--- src/rtl/icu_pkg.sv ---
// Package: shared encodings for the input capture unit.
// Assumes: single clock domain downstream of the synchronizer.
package icu_pkg;

    // Trigger source selection, matches the src_sel_i port encoding.
    typedef enum logic {
        SRC_PIN = 1'b0,
        SRC_CMP = 1'b1
    } trig_src_e;

    // Edge polarity selection, matches the edge_sel_i port encoding.
    typedef enum logic {
        EDGE_FALL = 1'b0,
        EDGE_RISE = 1'b1
    } edge_pol_e;

    localparam int unsigned DEF_CNT_W    = 16;
    localparam int unsigned DEF_SYNC_LEN = 2;
    localparam int unsigned DEF_FILT_LEN = 4;

endpackage

--- src/rtl/icu_sync.sv ---
// Module: icu_sync
// Brings an asynchronous level into the clock domain through a chain of
// flops. Assumes STAGES >= 2 and that the input may change at any time.
module icu_sync #(
    parameter int unsigned STAGES = 2
) (
    input  logic clk,
    input  logic rst_n,
    input  logic async_i,
    output logic sync_o
);

    logic [STAGES-1:0] chain_q;

    // Shift the raw level through the synchronizer chain.
    always_ff @(posedge clk) begin
        if (!rst_n) begin
            chain_q <= '0;
        end else begin
            chain_q <= {chain_q[STAGES-2:0], async_i};
        end
    end

    assign sync_o = chain_q[STAGES-1];

endmodule

--- src/rtl/icu_filter.sv ---
// Module: icu_filter
// Majority-free noise canceler: the output level changes only when the
// last FILT_LEN input samples are all equal. Adds FILT_LEN cycles of delay.
// Assumes the input is already synchronous and FILT_LEN >= 2.
module icu_filter #(
    parameter int unsigned FILT_LEN = 4
) (
    input  logic clk,
    input  logic rst_n,
    input  logic level_i,
    output logic level_o
);

    localparam int unsigned HIST_W = FILT_LEN - 1;

    logic [HIST_W-1:0]   hist_q;
    logic [FILT_LEN-1:0] window;
    logic                all_high;
    logic                all_low;
    logic                filt_q;

    assign window   = {hist_q, level_i};
    assign all_high = &window;
    assign all_low  = ~|window;

    // Keep the most recent samples of the synchronized input.
    always_ff @(posedge clk) begin
        if (!rst_n) begin
            hist_q <= '0;
        end else begin
            hist_q <= window[HIST_W-1:0];
        end
    end

    // Accept a new level only when the whole window agrees.
    always_ff @(posedge clk) begin
        if (!rst_n) begin
            filt_q <= 1'b0;
        end else if (all_high) begin
            filt_q <= 1'b1;
        end else if (all_low) begin
            filt_q <= 1'b0;
        end
    end

    assign level_o = filt_q;

    generate
        if (FILT_LEN == 4) begin : g_chk4
            // a change of the filtered level follows four equal samples.
            p_filt_settle_r6: assert property (@(posedge clk) disable iff (!rst_n)
                (filt_q != $past(filt_q)) |->
                    ($past(level_i, 1) == filt_q && $past(level_i, 2) == filt_q &&
                     $past(level_i, 3) == filt_q && $past(level_i, 4) == filt_q))
                else $error("p_filt_settle_r6");
        end
    endgenerate

endmodule

--- src/rtl/icu_edge_det.sv ---
// Module: icu_edge_det
// Flags a level transition in the selected direction. The output is
// combinational from the current level and one flop of history.
// Assumes a synchronous, already filtered level.
module icu_edge_det
    import icu_pkg::*;
(
    input  logic      clk,
    input  logic      rst_n,
    input  logic      level_i,
    input  edge_pol_e pol_i,
    output logic      edge_o
);

    logic prev_q;
    logic pol_level;

    assign pol_level = (pol_i == EDGE_RISE);

    // Remember the previous level for transition detection.
    always_ff @(posedge clk) begin
        if (!rst_n) begin
            prev_q <= 1'b0;
        end else begin
            prev_q <= level_i;
        end
    end

    // A transition counts when the new level matches the chosen polarity.
    always_comb begin
        edge_o = (level_i != prev_q) && (level_i == pol_level);
    end

endmodule

--- src/rtl/capture_unit.sv ---
// Module: capture_unit
// Input capture: selects a trigger, synchronizes it, optionally filters
// it, detects the chosen edge and latches the counter value. Emits a
// one-cycle event strobe for the flag logic outside this block.
// Assumes count_i is synchronous to clk; top_lock_i is driven by the
// timer when the capture register serves as TOP.
module capture_unit
    import icu_pkg::*;
#(
    parameter int unsigned CNT_W    = DEF_CNT_W,
    parameter int unsigned SYNC_LEN = DEF_SYNC_LEN,
    parameter int unsigned FILT_LEN = DEF_FILT_LEN
) (
    input  logic             clk,
    input  logic             rst_n,
    input  logic [CNT_W-1:0] count_i,
    input  logic             pin_i,
    input  logic             cmp_i,
    input  logic             src_sel_i,
    input  logic             edge_sel_i,
    input  logic             filt_en_i,
    input  logic             top_lock_i,
    output logic [CNT_W-1:0] cap_val_o,
    output logic             cap_evt_o
);

    trig_src_e        src_sel;
    edge_pol_e        edge_pol;
    logic             trig_raw;
    logic             trig_sync;
    logic             trig_filt;
    logic             det_level;
    logic             edge_hit;
    logic [CNT_W-1:0] cap_q;
    logic             evt_q;

    assign src_sel  = trig_src_e'(src_sel_i);
    assign edge_pol = edge_pol_e'(edge_sel_i);

    // Pick the trigger source before synchronization.
    always_comb begin
        trig_raw = (src_sel == SRC_CMP) ? cmp_i : pin_i;
    end

    icu_sync #(
        .STAGES (SYNC_LEN)
    ) sync_i (
        .clk     (clk),
        .rst_n   (rst_n),
        .async_i (trig_raw),
        .sync_o  (trig_sync)
    );

    icu_filter #(
        .FILT_LEN (FILT_LEN)
    ) filt_i (
        .clk     (clk),
        .rst_n   (rst_n),
        .level_i (trig_sync),
        .level_o (trig_filt)
    );

    // Choose the filtered or the direct level for edge detection.
    always_comb begin
        det_level = filt_en_i ? trig_filt : trig_sync;
    end

    icu_edge_det edge_i (
        .clk     (clk),
        .rst_n   (rst_n),
        .level_i (det_level),
        .pol_i   (edge_pol),
        .edge_o  (edge_hit)
    );

    // Latch the counter on a qualified edge unless the register is TOP.
    always_ff @(posedge clk) begin
        if (!rst_n) begin
            cap_q <= '0;
        end else if (edge_hit && !top_lock_i) begin
            cap_q <= count_i;
        end
    end

    // Register the event strobe for the flag logic.
    always_ff @(posedge clk) begin
        if (!rst_n) begin
            evt_q <= 1'b0;
        end else begin
            evt_q <= edge_hit;
        end
    end

    assign cap_val_o = cap_q;
    assign cap_evt_o = evt_q;

    // the stored value only changes together with an event strobe.
    p_cap_on_evt_r1: assert property (@(posedge clk) disable iff (!rst_n)
        (cap_q != $past(cap_q)) |-> evt_q)
        else $error("p_cap_on_evt_r1");

    // an event follows a detected level equal to the chosen polarity.
    p_dir_r3: assert property (@(posedge clk) disable iff (!rst_n)
        evt_q |-> ($past(det_level) == $past(edge_sel_i)))
        else $error("p_dir_r3");

    // while locked the capture register does not move.
    p_lock_hold_r7: assert property (@(posedge clk) disable iff (!rst_n)
        top_lock_i |=> (cap_q == $past(cap_q)))
        else $error("p_lock_hold_r7");

    // the strobe never lasts two cycles.
    p_single_r9: assert property (@(posedge clk) disable iff (!rst_n)
        evt_q |=> !evt_q)
        else $error("p_single_r9");

endmodule

--- config.mk ---
export PLATFORM = sky130hd
export DESIGN_NAME = capture_unit
export DESIGN_NICKNAME = d
export VERILOG_FILES = /design/src/rtl/icu_pkg.sv /design/src/rtl/icu_sync.sv /design/src/rtl/icu_filter.sv /design/src/rtl/icu_edge_det.sv /design/src/rtl/capture_unit.sv
export SDC_FILE = /design/constraint.sdc
export NUM_CORES = 1
export LEC_CHECK = 0
export BUFFER_PORTS_ARGS = -buffer_cell sky130_fd_sc_hd__buf_2
export CORE_MARGIN = 3
export CORE_UTILIZATION = 45
export DETAILED_ROUTE_END_ITERATION = 10
export PLACE_DENSITY_LB_ADDON = 0.12
export REMOVE_ABC_BUFFERS = 1
export SLEW_MARGIN = 20
export SYNTH_ARGS = -nofsm -noshare
export SYNTH_HDL_FRONTEND = slang
export SYNTH_SLANG_ARGS = --single-unit
--- constraint.sdc ---
create_clock -name clk -period 1.9 [get_ports clk]
set_clock_uncertainty 0.2 [all_clocks]
set_input_delay 0.38 -clock clk [delete_from_list [all_inputs] [get_ports clk]]
set_output_delay 0.38 -clock clk [all_outputs]
set_load 0.02 [all_outputs]
==> run metrics <==
status=finished, final reports clean; initial standard-cell utilization of the core=0.510; largest net degree at the start of global routing=41; Leakage Power=0.542 nW; die outline area=2690 um2; main area contributors after synthesis=dfxtp_1, mux2i_1, nand2_1; Cell Area, Placed=1130 um2; Post-Layout Inst Area=1170 um2; total number of clock tree sinks=24; most frequent cells in the layout=buf_2, nand2_1, dfxtp_1, mux2i_1, and2_1; most common library cell in the layout ignoring fill and taps=buf_2; Std-Cell Rows=15; Core Footprint=1860 um2; area share of the largest cell type after synthesis=0.507; number of global-route vias before repair=620; setup-violating endpoint count in the final report=0; global-route congestion overflow total=0; die width=51.9 um; number of antenna diodes=0; number of ports placed on the die boundary=41; Synth Instances=96; layout net count=159; number of buffers added to fix hold violations after cts=0; Synth Area per Inst=9.87 um2; total half-perimeter wirelength after legalization and detailed placement=1.19 mm; worst-case headroom to the max-slew limit=0.610; maximum operating frequency=0.638 GHz; insertion delay of the later-clocked pin in the worst-skew pair=300 ps; data required time of the critical path=1900 ps; crit path setup slack, layout=334 ps; vias after detailed routing=733; register area share after synthesis=0.507; number of buffers on the longest clock path=2; number of warnings printed during yosys synthesis=0; Max Cap Violations=0; Seq cells post-synth=24; Slew Viols, Final=0; peak fanout along the critical path=16; CTS tree=built; worst hold slack after final layout=96.4 ps; RSZ-0062 raised after global routing=no; first-pass GRT wire length=2.77 mm; share of layout cells above drive strength 1=0.351; IO Port Bufs=40; number of search-and-repair iterations in the first detailed-routing pass=3; average detailed-routed wire length per instance=10.4 um; number of placed instances with taps included=155; final weighted congestion in routability-driven placement=0.695; count of antenna-violating nets left after detailed routing=0; non-filler instance count after layout=159; clock root cell=clkbuf_4; GRT Total Usage=0.138; Data arrival, critical path=1570 ps; area added between synthesis and finish=23.4%; critical path startpoint category=flop; clock edge transition at the registers on the reported setup and hold paths=130 ps; post-place setup slack=137 ps; Post CTS Setup Buffer Count=0; kind of critical path=flop to flop; maximum VDD drop=0.383 mV; period utilization=0.824; H-Tree Depth=1; Cell Area, Synth=947 um2; die height=51.9 um; number of gates given a new drive strength after cts=0; routed wire length=1.65 mm; DRC viols=0; antenna violations before repair=0; number of buffers created by CTS=3; Pwr Density=723 nW/um2; Least-Margin Pin Slew=584 ps; Crit. End Element=flop; distinct cell type count after synthesis=17; Post-Route Setup TNS=0 ps; via density per instance=4.61; drt first-iter violations=14; Synth area leader=dfxtp_1; post-route minimum period=1570 ps; final hold violation count=0; worst hold path type=input pin to flop
[registers in the layout (all words and copies together), names as in the netlist]
name / count
cap_val_o: 16
filt_i.level_o: 1
filt_i.hist_q: 3
sync_i.chain_q: 2
edge_i.prev_q: 1
cap_evt_o: 1
[metrics by stage]
stage                util  power (mW)
floorplan               -       0.555
global placement    0.609       0.594
detailed placement  0.609       0.596
CTS                 0.629       0.864
global route        0.629       0.890
finish              0.629       0.845
[worst paths after layout]
check	end	from	cells after the start	slack [ps]
max	cap_val_o[6]$_SDFFE_PN0P_	sync_i.chain_q[1]$_SDFF_PN0_	3	330
min	cap_val_o[10]$_SDFFE_PN0P_	count_i[10]	3	100
max reg2reg	cap_val_o[6]$_SDFFE_PN0P_	sync_i.chain_q[1]$_SDFF_PN0_	3	330
min reg2reg	cap_val_o[7]$_SDFFE_PN0P_	cap_val_o[7]$_SDFFE_PN0P_	2	260
[critical path, stage by stage (launching register included)]
cell	delay [ps]
dfxtp_1	350
mux2i_1	290
mux2_4	460
mux2i_1	150
[cell usage after synthesis (all sizes together)]
cell and instances:
a21boi 2, and2 4, and2b 1, and3 1
buf 2, clkbuf 4, dfxtp 24, mux2 1
mux2i 18, nand2 32, nand3b 1, nor2b 1
nor3b 2, o21ai 1, o31ai 1, or3b 1
[report_power, final]
part           internal, mW  total [mW]  switching [mW]
clock                 0.117       0.261           0.144
combinational        0.0335      0.0680          0.0345
sequential            0.512       0.516         0.00399
[kinds of logic (layout without fill, tap and decap cells)]
family / Yosys count / after routing / synth area share
AOI/OAI and AO/OA: 4 / 4 / 0.0291
DFF: 24 / 24 / 0.507
muxes: 19 / 19 / 0.206
buffers and inverters: 6 / 44 / 0.0489
and+or+nand+nor: 43 / 43 / 0.209
[per-layer routing]
| layer | GRT usage | up-vias | part of all wire |
|---|---|---|---|
| met2 | 0.186 | 29 | 0.42 |
| met1 | 0.197 | 311 | 0.48 |
| met3 | 0.0315 | 4 | 0.086 |
| li1 | - | 389 | - |
| met4 | 0.0786 | 0 | 0.016 |
| met5 | 0 | - | 0 |
[cell type report]
| type | count | area [um2] |
|---|---|---|
| Fill cell | 160 | 689 |
| Sequential cell | 24 | 480 |
| Multi-Input combinational cell | 66 | 420 |
| Timing Repair Buffer | 40 | 200 |
| Clock buffer | 4 | 36.3 |
| Tap cell | 25 | 31.3 |
No activity file was read; power rests on OpenSTA's default activity.
